$ cat config.mk
export PLATFORM = sky130hd
export DESIGN_NAME = perf_counter_bank
export DESIGN_NICKNAME = d
export VERILOG_FILES = /design/src/rtl/pcb_pkg.sv /design/src/rtl/pcb_evtsel.sv /design/src/rtl/pcb_counter.sv /design/src/rtl/pcb_alert.sv /design/src/rtl/perf_counter_bank.sv
export SDC_FILE = /design/constraint.sdc
export NUM_CORES = 1
export LEC_CHECK = 0
export ABC_AREA = 1
export BUFFER_PORTS_ARGS = -buffer_cell sky130_fd_sc_hd__clkbuf_2
export CORE_MARGIN = 2
export CORE_UTILIZATION = 55
export DETAILED_ROUTE_END_ITERATION = 10
export PLACE_DENSITY = 0.73
export REMOVE_ABC_BUFFERS = 1
export SYNTH_ARGS = -nofsm -noshare
export SYNTH_HDL_FRONTEND = slang
export SYNTH_HIERARCHICAL = 1
export SYNTH_SLANG_ARGS = --single-unit
$ cat constraint.sdc
create_clock -name clk -period 2.9 [get_ports clk]
set_input_delay 0.58 -clock clk [delete_from_list [all_inputs] [get_ports clk]]
set_output_delay 0.58 -clock clk [all_outputs]
set_load 0.01 [all_outputs]
$ cat src/rtl/pcb_pkg.sv
package pcb_pkg;
    // Convert an MSB-0 position of a 64-bit register to an LSB-0 index
    function automatic int unsigned m0(input int unsigned n);
        return 63 - n;
    endfunction

    localparam int unsigned FRZ_GP_BIT  = m0(58); // counters 1..4 halt
    localparam int unsigned FRZ_FX_BIT  = m0(59); // counters 5..6 halt
    localparam int unsigned NEG_EN1_BIT = m0(48); // counter 1 negative enable
    localparam int unsigned NEG_ENJ_BIT = m0(49); // counters 2..6 negative enable
    localparam int unsigned SEL_TOP_BIT = m0(32); // top of counter 1 select

    localparam int unsigned ADR_MODE = 0;
    localparam int unsigned ADR_ESEL = 1;
    localparam int unsigned ADR_CNT0 = 2;
endpackage

$ cat src/rtl/pcb_evtsel.sv
module pcb_evtsel #(
    parameter int SEL_W   = 8,
    parameter int NUM_EVT = 8
) (
    input  logic [SEL_W-1:0]   sel,
    input  logic [NUM_EVT-1:0] evt,
    output logic               hit
);
    always_comb begin
        hit = 1'b0;
        for (int e = 0; e < NUM_EVT; e++) begin
            if (sel == SEL_W'(e)) hit = evt[e];
        end
    end
endmodule

$ cat src/rtl/pcb_counter.sv
module pcb_counter #(
    parameter int W = 32
) (
    input  logic         clk,
    input  logic         rst_n,
    input  logic         wr_en,
    input  logic [W-1:0] wr_val,
    input  logic         frozen,
    input  logic [W-1:0] step,
    output logic [W-1:0] cnt
);
    always_ff @(posedge clk) begin
        if (!rst_n)      cnt <= '0;
        else if (wr_en)  cnt <= wr_val;
        else if (!frozen) cnt <= cnt + step;
    end
endmodule

$ cat src/rtl/pcb_alert.sv
module pcb_alert #(
    parameter int NUM_CNT  = 6,
    parameter int NUM_PROG = 4
) (
    input  logic               clk,
    input  logic               rst_n,
    input  logic [NUM_CNT-1:0] neg,
    input  logic               frz_gp,
    input  logic               frz_fx,
    input  logic               en_first,
    input  logic               en_rest,
    output logic               alert
);
    logic [NUM_CNT-1:0] live;

    for (genvar i = 0; i < NUM_CNT; i++) begin : g_gate
        localparam bit IS_GP = (i < NUM_PROG);
        logic en_i, run_i;
        assign en_i  = (i == 0) ? en_first : en_rest;
        assign run_i = IS_GP ? !frz_gp : !frz_fx;
        assign live[i] = neg[i] & en_i & run_i;
    end

    always_ff @(posedge clk) begin
        if (!rst_n) alert <= 1'b0;
        else        alert <= |live;
    end
endmodule

$ cat src/rtl/perf_counter_bank.sv
module perf_counter_bank
    import pcb_pkg::*;
#(
    parameter int CNT_W    = 32,
    parameter int NUM_PROG = 4,
    parameter int SEL_W    = 8,
    parameter int NUM_EVT  = 8,
    parameter int INST_W   = 3,
    parameter int REG_W    = 64
) (
    input  logic               clk,
    input  logic               rst_n,
    input  logic               reg_wr,
    input  logic [2:0]         reg_addr,
    input  logic [REG_W-1:0]   reg_wdata,
    output logic [REG_W-1:0]   reg_rdata,
    input  logic [INST_W-1:0]  inst_done,
    input  logic [NUM_EVT-1:0] evt_strobe,
    output logic               perf_alert
);
    localparam int NUM_CNT = NUM_PROG + 2;
    localparam int IDX_INS = NUM_PROG;
    localparam int IDX_CYC = NUM_PROG + 1;

    logic [REG_W-1:0] mode_q;
    logic [REG_W-1:0] esel_q;
    logic [CNT_W-1:0] cnt_q [NUM_CNT];
    logic [NUM_CNT-1:0] neg;
    logic frz_gp, frz_fx;

    assign frz_gp = mode_q[FRZ_GP_BIT];
    assign frz_fx = mode_q[FRZ_FX_BIT];

    always_ff @(posedge clk) begin
        if (!rst_n) begin
            mode_q <= '0;
            esel_q <= '0;
        end else if (reg_wr) begin
            if (reg_addr == 3'(ADR_MODE)) mode_q <= reg_wdata;
            if (reg_addr == 3'(ADR_ESEL)) esel_q <= reg_wdata;
        end
    end

    for (genvar i = 0; i < NUM_CNT; i++) begin : g_cnt
        logic [CNT_W-1:0] step;
        logic             frozen;
        logic             wr_hit;

        if (i < NUM_PROG) begin : g_prog
            logic hit;
            pcb_evtsel #(.SEL_W(SEL_W), .NUM_EVT(NUM_EVT)) u_sel (
                .sel (esel_q[SEL_TOP_BIT - i*SEL_W -: SEL_W]),
                .evt (evt_strobe),
                .hit (hit)
            );
            assign step   = CNT_W'(hit);
            assign frozen = frz_gp;
        end else if (i == IDX_INS) begin : g_ins
            assign step   = CNT_W'(inst_done);
            assign frozen = frz_fx;
        end else begin : g_cyc
            assign step   = CNT_W'(1);
            assign frozen = frz_fx;
        end

        assign wr_hit = reg_wr && (reg_addr == 3'(ADR_CNT0 + i));

        pcb_counter #(.W(CNT_W)) u_ctr (
            .clk    (clk),
            .rst_n  (rst_n),
            .wr_en  (wr_hit),
            .wr_val (reg_wdata[CNT_W-1:0]),
            .frozen (frozen),
            .step   (step),
            .cnt    (cnt_q[i])
        );
        assign neg[i] = cnt_q[i][CNT_W-1];
    end

    pcb_alert #(.NUM_CNT(NUM_CNT), .NUM_PROG(NUM_PROG)) u_alert (
        .clk      (clk),
        .rst_n    (rst_n),
        .neg      (neg),
        .frz_gp   (frz_gp),
        .frz_fx   (frz_fx),
        .en_first (mode_q[NEG_EN1_BIT]),
        .en_rest  (mode_q[NEG_ENJ_BIT]),
        .alert    (perf_alert)
    );

    always_comb begin
        reg_rdata = '0;
        if (reg_addr == 3'(ADR_MODE))      reg_rdata = mode_q;
        else if (reg_addr == 3'(ADR_ESEL)) reg_rdata = esel_q;
        else begin
            for (int k = 0; k < NUM_CNT; k++) begin
                if (reg_addr == 3'(ADR_CNT0 + k)) reg_rdata = REG_W'(cnt_q[k]);
            end
        end
    end
endmodule

==> results of run 1 <==
[flip-flops by register name, summed over array words and instances, names as in the netlist]
name	flops
mode_q	64
u_alert/alert	1
g_cnt.u_ctr/cnt	192
esel_q	64
[final timing paths]
| path | startpoint | to | slack (ns) | depth (start not counted) |
|---|---|---|---|---|
| worst max-delay path | reg_addr[2] | reg_rdata[27] | 0.08 | 8 |
| worst min-delay path | reg_wdata[48] | esel_q[48] | 0.23 | 3 |
| worst max register to register | esel_q[8] | g_cnt[2].u_ctr/cnt[16] | 0.20 | 18 |
| worst min register to register | mode_q[43] | mode_q[43] | 0.44 | 2 |
[cell usage after synthesis, types with 6 or more instances]
cell / number
sky130_fd_sc_hd__a21oi_1: 303
sky130_fd_sc_hd__a22o_1: 117
sky130_fd_sc_hd__nand3b_1: 27
sky130_fd_sc_hd__nand2_2: 88
sky130_fd_sc_hd__xor2_1: 69
sky130_fd_sc_hd__ha_1: 186
sky130_fd_sc_hd__nand4_1: 178
sky130_fd_sc_hd__inv_2: 21
sky130_fd_sc_hd__o21ai_0: 129
sky130_fd_sc_hd__a31oi_1: 56
sky130_fd_sc_hd__o21bai_1: 15
sky130_fd_sc_hd__clkbuf_1: 66
sky130_fd_sc_hd__dfxtp_1: 321
sky130_fd_sc_hd__o21ai_1: 20
sky130_fd_sc_hd__nor2_2: 47
sky130_fd_sc_hd__buf_4: 15
sky130_fd_sc_hd__and2_1: 18
sky130_fd_sc_hd__nor3_2: 7
sky130_fd_sc_hd__xnor2_1: 6
sky130_fd_sc_hd__nor2_4: 19
sky130_fd_sc_hd__a21oi_2: 23
sky130_fd_sc_hd__buf_6: 14
sky130_fd_sc_hd__clkbuf_8: 7
sky130_fd_sc_hd__nor3_1: 8
sky130_fd_sc_hd__a21o_1: 6
sky130_fd_sc_hd__inv_1: 868
sky130_fd_sc_hd__nor2_1: 443
sky130_fd_sc_hd__nand2_1: 1652
sky130_fd_sc_hd__fa_1: 6
sky130_fd_sc_hd__buf_2: 72
sky130_fd_sc_hd__nand3_2: 66
sky130_fd_sc_hd__nand3_1: 280
[metal layers]
layer | up-vias | global-route usage, % | wire (microns)
met5 | - | 0 | 8
met4 | 2 | 21.5 | 6920
met3 | 292 | 5.63 | 8450
met2 | 1265 | 60.5 | 48400
met1 | 15000 | 48.0 | 46500
li1 | 16800 | - | -
[per-stage QoR]
stage	power [mW]	instances	setup WS, ns	setup TNS, ns
6_report	26.4	6221	0.0822	0
5_1_grt	28.3	6221	0.0359	0
4_1_cts	25.4	6221	0.106	0
3_5_place_dp	20.3	6154	-0.162	-1.73
3_3_place_gp	20.1	6154	-0.111	-1.82
2_1_floorplan	16.7	5194	-2.36	-535.23
[cells by family (layout without fill, tap and decap cells)]
logic type	after synthesis	in the layout	synth area share (%)
AND/OR/NAND/NOR	2847	2847	41.3
XOR/XNOR	75	75	2.15
flip-flops	321	321	21.0
AO/OA/AOI/OAI	679	679	13.4
buffers and inverters	1069	1169	14.2
other	2	190	0.0245
adder cells (fa/ha/maj)	192	192	7.99
[layout make-up]
cell class	count	area, sq um
repair buffers	212	1390
flip-flops and latches	321	6440
clock buffers	52	1140
well taps	748	936
fillers	5599	21000
multi-input cells	3983	20600
clock inverters	15	166
inverters	890	3340
[what timing repair did]
item	CTS	global route
resized for setup	2	14
hold buffers	0	0
endpoints found under the setup margin	21	30
[power by group]
group          internal (mW)  total (mW)  switching, mW
Clock                   2.95        5.15           2.20
Combinational           4.99        14.4           9.39
Sequential              5.45        6.84           1.39
Total                   13.4        26.4           13.0
[tightest hold or removal path, cell delays in order]
cell	delay (ns)
sky130_fd_sc_hd__clkbuf_2	0.09
sky130_fd_sc_hd__o21ai_1	0.06
sky130_fd_sc_hd__nor2_1	0.07
==> run metrics, run 1 <==
setup-violating endpoint count in the final report 0; maximum vdd ir drop roughly 0.46 mV; element type at the critical path start input pin; EDFF count, synth 0; Bufs and invs on worst path 4; P&R area growth vs syn 11.2%; post-DR vias/cell between 5 and 6; delay of the slowest cell on the worst path 0.29 ns; number of levels in the clock H-tree 2; cell area after synthesis approximately 31000 sq um; final count of pins violating max slew 0; final hold violation count 0; Largest delay share family, worst path simple AND/OR/NAND/NOR gates; Min-Delay Path Class in -> reg; floorplan core area roughly 55000 sq um; clock root buffer sky130_fd_sc_hd__clkbuf_16; number of violations of the max-capacitance limit 0; Unique masters post-synth 43; cell type with the largest total area after synthesis sky130_fd_sc_hd__dfxtp_1; most used cells in the layout excluding fill and tap cells sky130_fd_sc_hd__nand2_1, sky130_fd_sc_hd__inv_1, sky130_fd_sc_hd__nor2_1, sky130_fd_sc_hd__dfxtp_1, sky130_fd_sc_hd__a21oi_1; nature of the critical path endpoint output port; Max FO, Critical Path 34; min cycle time layout approximately 2.8 ns; post-layout net count between 5000 and 6000; average instance area after synthesis 5.91 sq um; cells along the critical path clkbuf_2, inv_2, buf_4, nand4_1, nand4_1, nor2_1, nand4_1, clkbuf_2; cell seen most often among critical-path stages sky130_fd_sc_hd__nand4_1; setup repair after global routing missed its margin false; power density over the cells around 770 nW/um^2; slowest library cell on the worst path sky130_fd_sc_hd__nand4_1; Starting Density 55.6%; worst-margin pin slew between 1 and 1.5 ns; area of all placed cells without fillers 34000 sq um; via count of the first global-routing pass just under 30000; # clock sinks approximately 320; violation count after the first detailed-route iteration 3175; final cycle utilization of the critical path between 90% and 100%; final WL about 110000 microns; total DRC errors in the routed layout 0; data required time of the critical path approximately 2.3 ns; synth top area cells sky130_fd_sc_hd__dfxtp_1, sky130_fd_sc_hd__nand2_1, sky130_fd_sc_hd__inv_1, sky130_fd_sc_hd__ha_1, sky130_fd_sc_hd__nor2_1; pin count of the biggest net entering global routing 69; number of buffers on the longest clock path 3; fraction of registers with async set or reset after synthesis 0%; Die X-Extent 240 microns; number of buffers inserted during clock tree synthesis 41; post-synthesis instance total 5185; num rows 86; sequential area share after synthesis a little over a fifth; GR Util All Layers approximately 38%; detailed-placement wirelength estimate between 80000 and 90000 microns; IO Pins ~150; TritonCTS clock tree done; clock transition at the register clock pins on the worst setup and hold paths after CTS around 0.06 ns; Min Hold Slack 0.228 ns; Initial DRT Pass Iterations 6; wire length per cell after detailed routing 17.7 microns; most used flip-flop cell after synthesis sky130_fd_sc_hd__dfxtp_1; clock latency on the worst-skew pair approximately 0.60 ns; antenna cell count 0; die outline area 57600 sq um; share of the synthesized area in the top cell type between 20% and 30%; standard cell area after detailed placement 32700 sq um; yosys synthesis warning count 6; remaining antenna violation count 0; die height ~240 microns; quantity of I/O buffers inserted on ports 145; total vias in the final route approximately 33000; critical path arrival approximately 2.2 ns; leading cell type in the layout, fill and taps excluded sky130_fd_sc_hd__nand2_1; initial antenna violation count 2; status completed; Max Fclk around 0.35 GHz; final design utilization 61.8%; gr ovfl total 0; headroom to the max-slew limit between 20 and 25%; RD Place Congestion between 1 and 1.5; post-CTS repair timing setup buffer count 0; leakage component of the power 18.0 nW; WS Path Type in -> out; post-route clock skew between 0.03 and 0.04 ns; post-synthesis sequential element count roughly 320; first-pass GRT wire length approximately 170000 microns; share of layout cells above drive strength 1 a little over a tenth
No activity file was read; power rests on OpenSTA's default activity.
==> run 2, diff against run 1 <==
--- a/config.mk
+++ b/config.mk
@@ -7,10 +7,11 @@
 export LEC_CHECK = 0
 export ABC_AREA = 1
 export BUFFER_PORTS_ARGS = -buffer_cell sky130_fd_sc_hd__clkbuf_2
+export CORE_ASPECT_RATIO = 1.25
 export CORE_MARGIN = 2
-export CORE_UTILIZATION = 55
+export CORE_UTILIZATION = 50
 export DETAILED_ROUTE_END_ITERATION = 10
-export PLACE_DENSITY = 0.73
+export PLACE_DENSITY = 0.67
 export REMOVE_ABC_BUFFERS = 1
 export SYNTH_ARGS = -nofsm -noshare
 export SYNTH_HDL_FRONTEND = slang
==> run metrics, run 2 (same netlist as run 1, synthesis figures left out) <==
status completed; relative contribution of the clock network to total power between 10% and 20%; total DRC errors in the routed layout 0; Die X-Extent 225 microns; Min-Delay Path Class in -> reg; number of buffers on the longest clock path 3; Starting Density 50.5%; critical path arrival about 2.3 ns; IO Pins approximately 150; detailed-placement wirelength estimate slightly below 90000 microns; Top Registers g_cnt.u_ctr/cnt (192), esel_q (64), mode_q (64); clock transition at the register clock pins on the worst setup and hold paths after CTS 0.06 ns; via count of the first global-routing pass about 31000; beginning of the worst register-to-register path esel_q[9]; final count of pins violating max slew 0; antenna cell count 0; setup repair after global routing missed its margin false; P&R area growth vs syn 11.9%; power density over the cells just under 800 nW/um^2; Switching Power between 10 and 15 mW; reg-to-reg endpoint g_cnt[2].u_ctr/cnt[16]; worst min-delay path endpoint esel_q[35]; Hold-fix buffers, CTS 0; violation count after the first detailed-route iteration 2697; die height 281 microns; # clock sinks approximately 320; RD Place Congestion about 1.0; number of violations of the max-capacitance limit 0; initial antenna violation count 0; worst-margin pin slew ~0.77 ns; number of buffers inserted during clock tree synthesis 40; die outline area approximately 63000 sq um; remaining antenna violation count 0; switching part of the total power between 40% and 50%; GR Util All Layers roughly 36%; final WL about 120000 microns; leading cell type in the layout, fill and taps excluded sky130_fd_sc_hd__nand2_1; total vias in the final route between 30000 and 40000; headroom to the max-slew limit a little under 50%; Total Neg Setup Slack 0 ns; post-layout net count 5736; TritonCTS clock tree done; worst setup path start reg_addr[0]; num rows just over 100; post-route clock skew approximately 0.024 ns; sequential group share of total power 26.4%; first-pass GRT wire length approximately 180000 microns; maximum vdd ir drop 0.492 mV; share of layout cells above drive strength 1 a little over a tenth; data required time of the critical path 2.32 ns; startpoint of the lowest-slack hold path reg_wdata[35]; number of levels in the clock H-tree 2; combinational fraction of design power around 54%; Max Fclk between 0.3 and 0.4 GHz; Internal Power between 10 and 15 mW; clock root buffer sky130_fd_sc_hd__clkbuf_16; wire length per cell after detailed routing 18.5 microns; final design utilization between 50% and 60%; Largest register FFs between 150 and 200; element type at the critical path start input pin; setup slack of the most critical reg-to-reg path roughly 0.15 ns; Max FO, Critical Path 31; nature of the critical path endpoint output port; setup-violating endpoint count in the final report 0; Initial DRT Pass Iterations 6; gr ovfl total 0; leakage component of the power approximately 18 nW; post-DR vias/cell roughly 5.3; quantity of I/O buffers inserted on ports approximately 150; clock latency on the worst-skew pair ~0.58 ns; Register-to-Register Path Depth 18; WS Path Type in -> out; pin count of the biggest net entering global routing 70; final hold violation count 0; final cycle utilization of the critical path between 90% and 100%; Min Hold Slack 0.250 ns; Worst Hold Path Cells 3; Layout fillers between 6000 and 7000; most used cells in the layout excluding fill and tap cells sky130_fd_sc_hd__nand2_1, sky130_fd_sc_hd__inv_1, sky130_fd_sc_hd__nor2_1, sky130_fd_sc_hd__dfxtp_1, sky130_fd_sc_hd__a21oi_1; min cycle time layout 2.87 ns; register containing the most flip-flops in the final layout g_cnt.u_ctr/cnt; floorplan core area 60700 sq um
-- run 2: changes by cell type in the layout (fill, tap and decap cells not counted), sizes merged --
cell / delta
clkinv: -1
inv: +2
buf: +14
clkbuf: +5
clkinvlp: +1
-- run 2: power by group through the flow --
stage	clock, mW	combinational (mW)	sequential (mW)
after floorplan	0	10.6	6.14
after global placement	0	13.3	7.12
after detailed placement	0	13.4	7.11
after CTS	5.28	13.5	7.02
after global routing	5.46	16.2	7.05
final	5.20	14.4	7.01
-- run 2: metal layers --
layer | vias to the layer above | track usage [%] | part of all wire (%)
met5 | - | 0 | 0
met4 | 0 | 22.0 | 7.0
met3 | 334 | 4.13 | 6.3
met2 | 1110 | 61.9 | 47
met1 | 15100 | 43.2 | 40
li1 | 16800 | - | -
-- run 2: metrics by stage --
step / instances / power [mW] / cell area [sq um] / worst slack (ns)
2_1_floorplan: 5194 / 16.7 / 30300 / -2.36
3_3_place_gp: 6191 / 20.5 / 32900 / -0.256
3_5_place_dp: 6191 / 20.6 / 32900 / -0.255
4_1_cts: 6264 / 25.8 / 34200 / 0.0348
5_1_grt: 6266 / 28.7 / 34300 / 0.000463
6_report: 6266 / 26.6 / 34300 / 0.0264
-- run 2: cell type report --
class | count | area, sq um | area share [%]
clock buffers | 56 | 1170 | 3.42
clock inverters | 17 | 171 | 0.500
inverters | 890 | 3340 | 9.75
multi-input cells | 3983 | 20600 | 60.2
flip-flops and latches | 321 | 6430 | 18.8
well taps | 772 | 966 | 2.82
repair buffers | 227 | 1570 | 4.58
-- run 2: critical path, cell delays in order --
cell and delay, ns:
sky130_fd_sc_hd__clkbuf_2 0.15, sky130_fd_sc_hd__buf_12 0.21, sky130_fd_sc_hd__inv_2 0.12, sky130_fd_sc_hd__buf_12 0.19
sky130_fd_sc_hd__nand4_1 0.10, sky130_fd_sc_hd__nand4_1 0.28, sky130_fd_sc_hd__nor2_1 0.24, sky130_fd_sc_hd__nand4_1 0.22
sky130_fd_sc_hd__clkbuf_2 0.19
-- run 2: how the worst max path moves through the flow --
| stage | end | slack, ns | cells after the start |
|---|---|---|---|
| floorplan | g_cnt[2].u_ctr/cnt[2] | -2.36 | 7 |
| global placement | reg_rdata[28] | -0.26 | 8 |
| detailed placement | reg_rdata[28] | -0.26 | 8 |
| CTS | reg_rdata[22] | 0.03 | 10 |
| global route | g_cnt[2].u_ctr/cnt[16] | 0.0005 | 18 |
| finish | reg_rdata[19] | 0.03 | 9 |
-- run 2: what timing repair did --
item / in CTS / in global routing
endpoints found under the setup margin: 33 / 26
setup buffers: 0 / 1
resized for setup: 3 / 11
cloned: 0 / 1
pin swaps: 0 / 2
